File: src/rtl/pbu_pkg.sv
package pbu_pkg;
    typedef enum logic [1:0] {
        OP_INIT    = 2'd0,
        OP_ARRIVE  = 2'd1,
        OP_EXPECT  = 2'd2,
        OP_EXP_ARR = 2'd3
    } pbu_op_e;

    typedef enum logic [1:0] {
        WS_IDLE    = 2'd0,
        WS_SUSPEND = 2'd1,
        WS_REPLY   = 2'd2
    } pbu_wstate_e;
endpackage

File: src/rtl/pbu_tally.sv
module pbu_tally #(
    parameter int ARG_W  = 16,
    parameter int XFER_W = 16,
    parameter int BYTE_W = 20
) (
    input  logic              clk,
    input  logic              rst_n,
    input  logic              cmd_valid,
    input  logic [1:0]        cmd_op,
    input  logic [ARG_W-1:0]  cmd_arg,
    input  logic              xfer_valid,
    input  logic [XFER_W-1:0] xfer_bytes,
    output logic              phase_q
);
    import pbu_pkg::*;

    localparam int SUM_W = ARG_W + 1;

    pbu_op_e                  op;
    logic [ARG_W-1:0]         target_q;
    logic [ARG_W-1:0]         tally_q;
    logic signed [BYTE_W-1:0] pend_q;
    logic [ARG_W-1:0]         arr_add;
    logic [ARG_W-1:0]         exp_add;
    logic                     is_init;
    logic [SUM_W-1:0]         tally_sum;
    logic [BYTE_W-1:0]        exp_ext;
    logic [BYTE_W-1:0]        xfer_ext;
    logic signed [BYTE_W-1:0] pend_sum;
    logic                     fire;

    assign op = pbu_op_e'(cmd_op);

    always_comb begin
        arr_add = '0;
        exp_add = '0;
        is_init = 1'b0;
        if (cmd_valid) begin
            unique case (op)
                OP_INIT:    is_init = 1'b1;
                OP_ARRIVE:  arr_add = cmd_arg;
                OP_EXPECT:  exp_add = cmd_arg;
                OP_EXP_ARR: begin
                    exp_add = cmd_arg;
                    arr_add = ARG_W'(1);
                end
                default:    is_init = 1'b0;
            endcase
        end
    end

    always_comb begin
        exp_ext   = BYTE_W'(exp_add);
        xfer_ext  = xfer_valid ? BYTE_W'(xfer_bytes) : '0;
        tally_sum = SUM_W'(tally_q) + SUM_W'(arr_add);
        pend_sum  = pend_q + $signed(exp_ext) - $signed(xfer_ext);
        fire      = !is_init && (target_q != '0)
                    && (tally_sum >= SUM_W'(target_q))
                    && (pend_sum <= 0);
    end

    always_ff @(posedge clk) begin
        if (!rst_n) begin
            target_q <= '0;
            tally_q  <= '0;
            pend_q   <= '0;
            phase_q  <= 1'b0;
        end else if (is_init) begin
            target_q <= cmd_arg;
            tally_q  <= '0;
            pend_q   <= '0;
            phase_q  <= 1'b0;
        end else if (fire) begin
            tally_q  <= '0;
            pend_q   <= '0;
            phase_q  <= ~phase_q;
        end else begin
            tally_q  <= tally_sum[ARG_W-1:0];
            pend_q   <= pend_sum;
        end
    end


    toggle_clear_chk: assert property (@(posedge clk) disable iff (!rst_n)
        (phase_q != $past(phase_q)) |-> (tally_q == '0 && pend_q == '0));


    target_keep_chk: assert property (@(posedge clk) disable iff (!rst_n)
        !$past(is_init) |-> (target_q == $past(target_q)));


    bytes_hold_chk: assert property (@(posedge clk) disable iff (!rst_n)
        ($past(pend_q) > 0 && !$past(xfer_valid) && !$past(is_init))
            |-> (phase_q == $past(phase_q)));
endmodule

File: src/rtl/pbu_waiter.sv
module pbu_waiter #(
    parameter int TO_W        = 16,
    parameter int DEF_TIMEOUT = 64
) (
    input  logic            clk,
    input  logic            rst_n,
    input  logic            phase,
    input  logic            wait_req,
    input  logic            wait_parity,
    input  logic [TO_W-1:0] wait_limit,
    output logic            wait_busy,
    output logic            resp_valid,
    output logic            resp_done
);
    import pbu_pkg::*;

    localparam logic [TO_W-1:0] DEF_LIM = TO_W'(DEF_TIMEOUT);

    pbu_wstate_e     state_q, state_n;
    logic            parity_q, parity_n;
    logic [TO_W-1:0] lim_q, lim_n;
    logic [TO_W-1:0] cnt_q, cnt_n;
    logic            done_q, done_n;

    always_comb begin
        state_n  = state_q;
        parity_n = parity_q;
        lim_n    = lim_q;
        cnt_n    = cnt_q;
        done_n   = done_q;
        unique case (state_q)
            WS_IDLE: begin
                if (wait_req) begin
                    parity_n = wait_parity;
                    cnt_n    = '0;
                    lim_n    = (wait_limit == '0) ? DEF_LIM : wait_limit;
                    if (wait_parity != phase) begin
                        state_n = WS_REPLY;
                        done_n  = 1'b1;
                    end else begin
                        state_n = WS_SUSPEND;
                    end
                end
            end
            WS_SUSPEND: begin
                if (parity_q != phase) begin
                    state_n = WS_REPLY;
                    done_n  = 1'b1;
                end else if (cnt_q == lim_q - 1'b1) begin
                    state_n = WS_REPLY;
                    done_n  = 1'b0;
                end else begin
                    cnt_n = cnt_q + 1'b1;
                end
            end
            WS_REPLY: state_n = WS_IDLE;
            default:  state_n = WS_IDLE;
        endcase
    end

    always_ff @(posedge clk) begin
        if (!rst_n) begin
            state_q  <= WS_IDLE;
            parity_q <= 1'b0;
            lim_q    <= DEF_LIM;
            cnt_q    <= '0;
            done_q   <= 1'b0;
        end else begin
            state_q  <= state_n;
            parity_q <= parity_n;
            lim_q    <= lim_n;
            cnt_q    <= cnt_n;
            done_q   <= done_n;
        end
    end

    always_comb begin
        wait_busy  = (state_q != WS_IDLE);
        resp_valid = (state_q == WS_REPLY);
        resp_done  = done_q;
    end


    suspend_bound_chk: assert property (@(posedge clk) disable iff (!rst_n)
        (state_q == WS_SUSPEND) |-> (cnt_q < lim_q));


    reply_pulse_chk: assert property (@(posedge clk) disable iff (!rst_n)
        resp_valid |=> !resp_valid);


    busy_ignore_chk: assert property (@(posedge clk) disable iff (!rst_n)
        (state_q == WS_SUSPEND && wait_req) |=> (parity_q == $past(parity_q)));
endmodule

File: src/rtl/phase_barrier_unit.sv
module phase_barrier_unit #(
    parameter int ARG_W       = 16,
    parameter int XFER_W      = 16,
    parameter int BYTE_W      = 20,
    parameter int TO_W        = 16,
    parameter int DEF_TIMEOUT = 64
) (
    input  logic              clk,
    input  logic              rst_n,
    input  logic              cmd_valid,
    input  logic [1:0]        cmd_op,
    input  logic [ARG_W-1:0]  cmd_arg,
    input  logic              xfer_valid,
    input  logic [XFER_W-1:0] xfer_bytes,
    input  logic              poll_parity,
    output logic              poll_done,
    input  logic              wait_req,
    input  logic              wait_parity,
    input  logic [TO_W-1:0]   wait_limit,
    output logic              wait_busy,
    output logic              resp_valid,
    output logic              resp_done,
    output logic              phase_out
);
    logic phase;

    pbu_tally #(.ARG_W(ARG_W), .XFER_W(XFER_W), .BYTE_W(BYTE_W)) u_tally (
        .clk        (clk),
        .rst_n      (rst_n),
        .cmd_valid  (cmd_valid),
        .cmd_op     (cmd_op),
        .cmd_arg    (cmd_arg),
        .xfer_valid (xfer_valid),
        .xfer_bytes (xfer_bytes),
        .phase_q    (phase)
    );

    pbu_waiter #(.TO_W(TO_W), .DEF_TIMEOUT(DEF_TIMEOUT)) u_waiter (
        .clk         (clk),
        .rst_n       (rst_n),
        .phase       (phase),
        .wait_req    (wait_req),
        .wait_parity (wait_parity),
        .wait_limit  (wait_limit),
        .wait_busy   (wait_busy),
        .resp_valid  (resp_valid),
        .resp_done   (resp_done)
    );

    assign poll_done = (poll_parity != phase);
    assign phase_out = phase;
endmodule

File: config.mk
export PLATFORM = sky130hd
export DESIGN_NAME = phase_barrier_unit
export DESIGN_NICKNAME = d
export VERILOG_FILES = /design/src/rtl/pbu_pkg.sv /design/src/rtl/pbu_tally.sv /design/src/rtl/pbu_waiter.sv /design/src/rtl/phase_barrier_unit.sv
export SDC_FILE = /design/constraint.sdc
export NUM_CORES = 1
export LEC_CHECK = 0
export BUFFER_PORTS_ARGS = -buffer_cell sky130_fd_sc_hd__buf_4
export CAP_MARGIN = 20
export CORE_UTILIZATION = 35
export DETAILED_ROUTE_END_ITERATION = 8
export HOLD_SLACK_MARGIN = 0.1
export PLACE_DENSITY_LB_ADDON = 0.12
export SYNTH_ARGS = -nofsm -noshare
export SYNTH_HDL_FRONTEND = slang
export SYNTH_HIERARCHICAL = 1
export SYNTH_SLANG_ARGS = --single-unit
File: constraint.sdc
create_clock -name clk -period 14 [get_ports clk]
set_input_delay 2.8 -clock clk [delete_from_list [all_inputs] [get_ports clk]]
set_output_delay 2.8 -clock clk [all_outputs]
set_load 0.01 [all_outputs]
==> summary.md, run 1 <==
| Metric | Value |
|---|---|
| Run status | `complete, no violations` |
| Global-route wire length before repair | `30,200 um` |
| Crit path cell chain | `buf_4 -> nand2_1 -> nor2_1 -> and2_1 -> ha_1 -> a21oi_1 -> o21ai_0 -> o21a_1 -> o31ai_1 -> nor2b_1 -> o21bai_1 -> a21oi_1 -> xnor2_1 -> ha_1 -> a21oi_1 -> o22ai_1 -> a2111oi_0 -> o211ai_1 -> o211ai_1 -> o21bai_2 -> buf_6 -> a2111oi_0` |
| Sequential area share after synthesis | `0.258` |
| Initial antenna violation count | `0` |
| Max rail drop VDD | `108 uV` |
| Max-Cap Viols | `0` |
| TritonCTS buffer count | `9` |
| CTS Hold Bufs | `0` |
| Final nets | `1,024` |
| Clock Latency Late Sink | `0.35 ns` |
| Top cell by count, worst path | `a21oi_1` |
| Worst EP required | `14.22 ns` |
| ANT nets after route | `0` |
| Leakage | `3.29 nW` |
| Die Span X | `143 um` |
| Post-Layout Cell Count | `1,166` |
| Count leader, synth | `inv_1` |
| CTS max path bufs | `2` |
| Final hold violation count | `0` |
| Pwr Total | `1.31 mW` |
| Row cnt | `51` |
| Slowest cell delay on critical path | `0.65 ns` |
| Fin crit share | `0.564` |
| Dominant cell type by area after synthesis | `dfxtp_1` |
| CORE AREA | `19,400 sq um` |
| Max Clk Rate | `0.127 GHz` |
| Post_cts resized | `0` |
| HPWL Detailed | `14,400 um` |
| Max FO, Critical Path | `15` |
| I/O pins | `62` |
| Synth unique cells | `74` |
| CP max stage cell | `nor2_1` |
| Critical path depth in cells | `22` |
| DIE HEIGHT | `143 um` |
| Syn Area/Cell | `8.12 sq um` |
| Skew final | `0.0107 ns` |
| Family with the most delay on the worst path | `compound AO/OA/AOI/OAI gates` |
| DR pass1 iterations | `5` |
| Setup Buffers After CTS | `0` |
| Routed vias | `6,015` |
| Final TNS setup | `0 ns` |
| Cells after Synth | `852` |
| Final WL | `18,600 um` |
| Share of cells above drive strength 1 | `0.118` |
| Final min period | `7.90 ns` |
| Antenna cell count | `0` |
| Post-route DRC | `0` |
| CTS Sinks | `89` |
| Final GP Congestion | `0.832` |
| Port buffer count | `61` |
| Synth Register Bits | `89` |
| Number of global-route vias before repair | `5,656` |
| Max-Slew Margin vs Limit | `0.434` |
| CP endpoint kind | `register` |
| Commonest register cell after synthesis | `dfxtp_1` |
| RSZ-0062 raised after global routing | `false` |
| Slew @ Worst Pin | `0.846 ns` |
| Vias per Instance | `5.16` |
| CP arrival | `8.12 ns` |
| Area grow syn2layout | `14.3%` |
| Tightest Hold Check Type | `register to register` |
| Synth Net Count | `980` |
| Pins over their slew limit | `0` |
| Post-synth EDFFs | `0` |
| YS warnings | `6` |
| Synth Cell Area | `6920 sq um` |
| Pwr Density | `166 nW/um^2` |
| CTS Root Cell | `clkbuf_16` |
| Placed cell count | `1,149` |
| Initial DRC count | `316` |
| R2R Setup Slk | `8.94 ns` |
| Critical Path Start Type | `input port` |
| Clock slew seen by the registers of the worst setup and hold paths | `0.07 ns` |
| R2R depth | `19` |
| TritonCTS clock tree | `yes` |
| Worst path bufs/invs | `2` |
| Synth top area cells | `dfxtp_1 26%, ha_1 9.8%, inv_1 5.0%` |
| GR Overflow Total | `0` |
| Pin count of the biggest net entering global routing | `27` |
| Top cell type's share of synthesized area | `0.258` |
| Post-synth ARST share | `0` |
| Die ar. | `20,300 sq um` |
| Htree depth | `3` |
| Starting Density | `0.356` |
| Min-Delay Path Depth | `2` |
| Setup Viol. Count Final | `0` |
| Critical path type | `input port to register` |
| Overall Global Routing Usage | `0.192` |
| Post-synth top cells | `93 x inv_1, 89 x dfxtp_1, 85 x nand2_1` |
| Drt wl/cell | `16.0 um` |
| # fillers | `2,061` |
==> routing by layer <==
metal	global-route usage	part of all wire	up-vias
met5	0	0	-
met2	0.287	0.43	74
li1	-	-	3110
met3	0.0340	0.031	13
met4	0.0430	0.010	0
met1	0.285	0.53	2818
==> worst reg2reg max path: stages (launching register included) <==
cell       delay [ns]
dfxtp_1          0.30
ha_1             0.22
fa_1             0.41
a21oi_1          0.20
o21ai_0          0.22
o21a_1           0.28
o31ai_1          0.29
nor2b_1          0.25
o21bai_1         0.09
a21oi_1          0.18
xnor2_1          0.17
ha_1             0.29
a21oi_1          0.15
o22ai_1          0.09
a2111oi_0        0.42
o211ai_1         0.14
o211ai_1         0.37
o21bai_2         0.28
buf_6            0.23
a2111oi_0        0.36
==> stage by stage <==
step / hold slack [ns] / utilization / area [sq um] / worst slack (ns)
floorplan: 0.456 / - / 6920 / 7.25
global placement: 0.473 / 0.390 / 7560 / 5.79
detailed placement: 0.480 / 0.390 / 7560 / 5.66
CTS: 0.490 / 0.407 / 7890 / 6.03
global route: 0.503 / 0.407 / 7900 / 5.25
finish: 0.484 / 0.407 / 7900 / 6.10
==> kinds of logic after synthesis <==
group / after synthesis / synth area share
adder cells (fa/ha/maj): 71 / 0.147
AND/OR/NAND/NOR: 318 / 0.251
XOR/XNOR: 49 / 0.0640
AO/OA/AOI/OAI: 201 / 0.207
multiplexers: 2 / 0.00289
flip-flops: 89 / 0.258
buffers and inverters: 122 / 0.0709
==> path summary, 6_finish.rpt <==
check | to | startpoint
max | u_tally/tally_q[10]$_SDFF_PP0_ | cmd_op[0]
min reg2reg | u_tally/target_q[6]$_SDFFE_PN0P_ | u_tally/target_q[6]$_SDFFE_PN0P_
max reg2reg | u_tally/tally_q[10]$_SDFF_PP0_ | u_tally/tally_q[0]$_SDFF_PP0_
min | u_tally/target_q[6]$_SDFFE_PN0P_ | u_tally/target_q[6]$_SDFFE_PN0P_
==> placed cells by master (no fill, tap or decap), types with 4 or more instances in the layout <==
cell,count
clkbuf_8,4
a21oi_1,36
xor2_1,22
nor3_1,21
nand3_1,18
a31oi_1,5
and2_1,42
o21a_1,5
nand2b_1,4
nor4_1,14
nand2_1,85
or3_1,11
nor3b_1,16
ha_1,54
nand4_1,15
a21oi_2,9
clkbuf_16,9
nor2_1,47
a22o_1,13
a21o_1,9
o21ai_0,22
buf_4,61
a211oi_1,12
o31ai_1,7
o211ai_1,7
dfxtp_1,89
o21bai_1,5
a21boi_0,18
or4_1,7
and3_1,5
nand4b_1,4
nor2b_1,13
o21ai_1,12
inv_1,93
xnor2_1,26
fa_1,17
==> layout make-up <==
cell class / instances / area, sq um / share of cell area
clock buffer: 13 / 280 / 0.0355
clock inverter: 3 / 46.3 / 0.00586
inverter: 93 / 349 / 0.0442
multi-input combinational: 641 / 4640 / 0.588
sequential: 89 / 1780 / 0.225
tap: 265 / 332 / 0.0420
timing repair buffer: 62 / 469 / 0.0594
==> flip-flops by register name (all words and copies together), names as in the netlist <==
register,cells
u_tally/pend_q,20
u_tally/phase_q,1
u_tally/tally_q,16
u_tally/target_q,16
u_waiter/cnt_q,16
u_waiter/lim_q,16
u_waiter/parity_q,1
u_waiter/resp_done,1
u_waiter/state_q,2
==> where the power goes <==
group          total [mW]  switching, mW  internal (mW)
clock network       0.264          0.106          0.158
registers           0.326         0.0314          0.294
logic               0.722          0.434          0.288
No activity file was read; power rests on OpenSTA's default activity.
==> inputs of run 2 (changes only) <==
==> constraint.sdc (replaced) <==
create_clock -name clk -period 7.4 [get_ports clk]
set_input_delay 1.48 -clock clk [delete_from_list [all_inputs] [get_ports clk]]
set_output_delay 1.48 -clock clk [all_outputs]
set_load 0.01 [all_outputs]
==> summary.md, run 2 (synthesis gave the netlist of run 1 again) <==
| Metric | Value |
|---|---|
| ANT nets after route | `0` |
| TritonCTS buffer count | `9` |
| Power Internal | `1.39 mW` |
| Family with the most delay on the worst path | `compound AO/OA/AOI/OAI gates` |
| Max rail drop VDD | `188 uV` |
| GR Overflow Total | `0` |
| Final instance area | `7890 sq um` |
| Commonest non-fill, non-tap cells in the layout | `93 x inv_1, 89 x dfxtp_1, 85 x nand2_1` |
| Die ar. | `20,300 sq um` |
| Die Span X | `143 um` |
| Routed vias | `5,974` |
| Setup Buffers After CTS | `0` |
| Pwr Density | `313 nW/um^2` |
| Pwr Total | `2.47 mW` |
| Slew @ Worst Pin | `0.827 ns` |
| HPWL Detailed | `14,500 um` |
| Max FO, Critical Path | `22` |
| TritonCTS clock tree | `yes` |
| Critical Path Start Type | `input port` |
| CP arrival | `6.49 ns` |
| Crit path cell chain | `buf_4 -> nand2_1 -> nor2_1 -> and2_1 -> ha_1 -> a21oi_1 -> o21ai_0 -> o21a_1 -> o31ai_1 -> nor2b_1 -> o21bai_1 -> a21oi_1 -> xnor2_1 -> ha_1 -> a21oi_1 -> o22ai_1 -> a2111oi_0 -> o211ai_1 -> o211ai_1 -> o21bai_2 -> buf_4 -> a2111oi_0` |
| Commonest non-fill, non-tap cell in the layout | `inv_1` |
| RSZ-0062 raised after global routing | `false` |
| Drt wl/cell | `15.9 um` |
| Fin crit share | `0.845` |
| Final WL | `18,500 um` |
| Pin count of the biggest net entering global routing | `27` |
| CTS Sinks | `89` |
| Pins over their slew limit | `0` |
| Area grow syn2layout | `14.0%` |
| CTS max path bufs | `2` |
| Share of cells above drive strength 1 | `0.118` |
| Worst path bufs/invs | `2` |
| Starting Density | `0.356` |
| Net Sw Frac | `0.438` |
| I/O pins | `62` |
| CORE AREA | `19,400 sq um` |
| CP max stage cell | `nor2_1` |
| Crit path from | `cmd_op[0]` |
| Number of global-route vias before repair | `5,492` |
| Global-route wire length before repair | `29,700 um` |
| Overall Global Routing Usage | `0.190` |
| CP endpoint kind | `register` |
| Htree depth | `3` |
| Skew final | `0.0152 ns` |
| Final GP Congestion | `0.816` |
| Slowest cell delay on critical path | `0.63 ns` |
| HP Start | `u_tally/target_q[11]$_SDFFE_PN0P_` |
| Max-Cap Viols | `0` |
| Final nets | `1,024` |
| Antenna cell count | `0` |
| Reg with most FFs | `u_tally/pend_q` |
| Reg2reg start | `u_tally/tally_q[0]$_SDFF_PP0_` |
| DR pass1 iterations | `5` |
| Final TNS setup | `0 ns` |
| Post_cts resized | `0` |
| Largest register FFs | `20` |
| Tightest hold margin | `0.485 ns` |
| CTS Hold Bufs | `0` |
| Tightest Hold Check Type | `register to register` |
| Comb pwr share | `0.552` |
| Clk pwr share | `0.200` |
| CTS Root Cell | `clkbuf_16` |
| Critical path type | `input port to register` |
| DIE HEIGHT | `143 um` |
| Vias per Instance | `5.12` |
| Top cell by count, worst path | `a21oi_1` |
| Dpl cell area | `7570 sq um` |
| Reg power frac | `0.249` |
| # fillers | `2,044` |
| Final min period | `6.26 ns` |
| Initial DRC count | `304` |
| Leakage | `3.29 nW` |
| Initial antenna violation count | `0` |
| Run status | `complete, no violations` |
| Setup Viol. Count Final | `0` |
| Clock Latency Late Sink | `0.35 ns` |
| Row cnt | `51` |
| Post-route DRC | `0` |
| Max-Slew Margin vs Limit | `0.447` |
| Max Clk Rate | `0.160 GHz` |
| Worst EP required | `7.63 ns` |
| Post-layout util | `0.407` |
| Port buffer count | `61` |
| Clock slew seen by the registers of the worst setup and hold paths | `0.07 ns` |
| Switching pwr | `1.08 mW` |
| Final hold violation count | `0` |
==> run 2: final cells by class <==
| cell class | count | area [sq um] | area share |
|---|---|---|---|
| Timing Repair Buffer | 62 | 465 | 0.0590 |
| Clock inverter | 4 | 48.8 | 0.00619 |
| Tap cell | 265 | 332 | 0.0420 |
| Sequential cell | 89 | 1780 | 0.226 |
| Multi-Input combinational cell | 641 | 4640 | 0.589 |
| Inverter | 93 | 349 | 0.0443 |
| Clock buffer | 12 | 267 | 0.0338 |
==> run 2: worst register-to-register path, cell delays in order (launching register included) <==
cell and delay [ns]:
dfxtp_1 0.30, ha_1 0.22, fa_1 0.42, a21oi_1 0.19, o21ai_0 0.21, o21a_1 0.27, o31ai_1 0.29, nor2b_1 0.24
o21bai_1 0.09, a21oi_1 0.18, xnor2_1 0.17, ha_1 0.28, a21oi_1 0.13, o22ai_1 0.09, a2111oi_0 0.38, o211ai_1 0.14
o211ai_1 0.36, o21bai_2 0.11, buf_4 0.23, a2111oi_0 0.37
==> run 2: power by group through the flow <==
stage | clock network, mW | registers, mW | logic, mW
6_report | 0.494 | 0.615 | 1.36
3_3_place_gp | 0 | 0.627 | 1.36
5_1_grt | 0.522 | 0.624 | 1.54
2_1_floorplan | 0 | 0.608 | 1.05
4_1_cts | 0.507 | 0.616 | 1.36
3_5_place_dp | 0 | 0.627 | 1.35
==> run 2: per-layer routing <==
layer,track usage,part of all wire,vias to the layer above
met3,0.0209,0.028,8
met1,0.279,0.53,2796
li1,-,-,3094
met2,0.292,0.43,76
met4,0.0509,0.0058,0
met5,0,0,-
==> run 2: stage by stage <==
stage               worst slack, ns  instances
finish                         1.14       1166
global route                  0.528       1166
CTS                            1.06       1166
detailed placement            0.743       1150
global placement              0.743       1150
floorplan                      1.97        852
==> run 2: path summary, 6_finish.rpt <==
path | cells after the start | end | slack, ns
max | 22 | u_tally/tally_q[10]$_SDFF_PP0_ | 1.14
min | 2 | u_tally/target_q[11]$_SDFFE_PN0P_ | 0.48
max reg2reg | 19 | u_tally/tally_q[10]$_SDFF_PP0_ | 2.65
min reg2reg | 2 | u_tally/target_q[11]$_SDFFE_PN0P_ | 0.48
==> inputs of run 3 (changes only) <==
==> constraint.sdc (replaced) <==
create_clock -name clk -period 5.7 [get_ports clk]
set_input_delay 1.14 -clock clk [delete_from_list [all_inputs] [get_ports clk]]
set_output_delay 1.14 -clock clk [all_outputs]
set_load 0.01 [all_outputs]
==> summary.md, run 3 (synthesis gave the netlist of run 1 again) <==
| Metric | Value |
|---|---|
| Final GP Congestion | `0.854` |
| Htree depth | `3` |
| I/O pins | `62` |
| Net Sw Frac | `0.437` |
| Number of global-route vias before repair | `5,899` |
| Critical Path Start Type | `input port` |
| Slew @ Worst Pin | `0.807 ns` |
| Setup Buffers After CTS | `0` |
| DR pass1 iterations | `5` |
| Port buffer count | `61` |
| Leakage | `3.47 nW` |
| Final min period | `5.33 ns` |
| Initial antenna violation count | `0` |
| Run status | `complete, no violations` |
| Overall Global Routing Usage | `0.196` |
| Final setup margin | `0.374 ns` |
| Worst EP required | `5.93 ns` |
| Starting Density | `0.356` |
| Commonest non-fill, non-tap cell in the layout | `buf_4` |
| TritonCTS buffer count | `9` |
| Max FO, Critical Path | `7` |
| # fillers | `2,017` |
| Power Internal | `1.87 mW` |
| CTS Sinks | `89` |
| TritonCTS clock tree | `yes` |
| CTS max path bufs | `2` |
| Drt wl/cell | `15.5 um` |
| ANT nets after route | `0` |
| Routed vias | `6,131` |
| Reg with most FFs | `u_tally/pend_q` |
| Sequential cell area | `1780 sq um` |
| Final nets | `1,065` |
| Die ar. | `20,300 sq um` |
| Die Span X | `143 um` |
| Comb pwr share | `0.594` |
| Commonest non-fill, non-tap cells in the layout | `103 x buf_4, 93 x inv_1, 89 x dfxtp_1` |
| Skew final | `0.00589 ns` |
| Max rail drop VDD | `227 uV` |
| CORE AREA | `19,400 sq um` |
| Final TNS setup | `0 ns` |
| Global-route wire length before repair | `30,700 um` |
| Clk pwr share | `0.165` |
| Pins over their slew limit | `0` |
| Row cnt | `51` |
| Multi-input logic area | `4670 sq um` |
| Tightest hold margin | `0.483 ns` |
| Reg power frac | `0.240` |
| Switching pwr | `1.45 mW` |
| Pwr Total | `3.33 mW` |
| Post-route DRC | `0` |
| Area grow syn2layout | `18.1%` |
| Vias per Instance | `5.08` |
| Pwr Density | `408 nW/um^2` |
| Max-Slew Margin vs Limit | `0.461` |
| CTS Hold Bufs | `0` |
| Initial DRC count | `336` |
| Pre-CTS worst setup slack | `-0.0886 ns` |
| Post_cts resized | `0` |
| Max-Cap Viols | `0` |
| Final WL | `18,700 um` |
| Clock slew seen by the registers of the worst setup and hold paths | `0.06 ns` |
| Largest register FFs | `20` |
| CP arrival | `5.56 ns` |
| CTS Root Cell | `clkbuf_16` |
| Setup Viol. Count Final | `0` |
| Final hold violation count | `0` |
| CP endpoint kind | `register` |
| HPWL Detailed | `15,000 um` |
| Tightest Hold Check Type | `register to register` |
| Max Clk Rate | `0.188 GHz` |
| Post-layout util | `0.421` |
| Pin count of the biggest net entering global routing | `27` |
| GR Overflow Total | `0` |
| Critical path type | `input port to register` |
| RSZ-0062 raised after global routing | `false` |
| Fin crit share | `0.934` |
| Clock Latency Late Sink | `0.34 ns` |
| Antenna cell count | `0` |
| DIE HEIGHT | `143 um` |
| Share of cells above drive strength 1 | `0.156` |
## run 3: changes by cell type in the layout (fill, tap and decap cells not counted), moves of 2 or more
cell | previous run | this run
buf_4 | 62 | 103
a2111oi_0 | 2 | 0
clkbuf_8 | 3 | 1
clkinv_2 | 2 | 4
## run 3: cell type report
class | count | area share
inverter | 93 | 0.0428
tap | 265 | 0.0406
multi-input combinational | 641 | 0.571
timing repair buffer | 103 | 0.0947
clock buffer | 11 | 0.0297
clock inverter | 4 | 0.00245
sequential | 89 | 0.218
## run 3: power by group through the flow
stage          clock [mW]  combinational, mW  sequential [mW]
4_1_cts             0.571               1.96            0.801
6_report            0.550               1.98            0.800
2_1_floorplan           0               1.36            0.789
3_3_place_gp            0               1.96            0.815
5_1_grt             0.594               2.21            0.813
3_5_place_dp            0               1.94            0.814
## run 3: per-stage QoR
stage / instance area (sq um) / cells
2_1_floorplan: 6920 / 852
3_3_place_gp: 7880 / 1191
3_5_place_dp: 7880 / 1191
4_1_cts: 8140 / 1206
5_1_grt: 8160 / 1206
6_report: 8160 / 1206
## run 3: per-layer routing
layer	wire [um]	global-route usage	share of wire
met5	0	0	0
met2	7860	0.289	0.42
met4	138	0.0498	0.0074
met1	10400	0.295	0.55
met3	356	0.0252	0.019
## run 3: critical path: stages
cell and delay, ns:
buf_4 0.13, nand2_1 0.13, nor2_1 0.08, and2_1 0.19, fa_1 0.44, a21oi_1 0.20
o21ai_0 0.19, o21a_1 0.26, o31ai_1 0.30, nor2b_2 0.22, o21bai_1 0.07, a21oi_1 0.17
xnor2_1 0.16, ha_1 0.28, a21oi_1 0.13, o22ai_1 0.10, a2111oi_2 0.34, o211ai_1 0.15
o211ai_1 0.32, o21bai_4 0.19, a2111oi_1 0.37
## run 3: worst paths after layout
kind	slack, ns	startpoint	end	cells past startpoint
max	0.37	cmd_valid	u_tally/tally_q[10]$_SDFF_PP0_	21
max reg2reg	1.21	u_tally/tally_q[0]$_SDFF_PP0_	u_tally/tally_q[10]$_SDFF_PP0_	18
min reg2reg	0.48	u_tally/target_q[2]$_SDFFE_PN0P_	u_tally/target_q[2]$_SDFFE_PN0P_	2
min	0.48	u_tally/target_q[2]$_SDFFE_PN0P_	u_tally/target_q[2]$_SDFFE_PN0P_	2
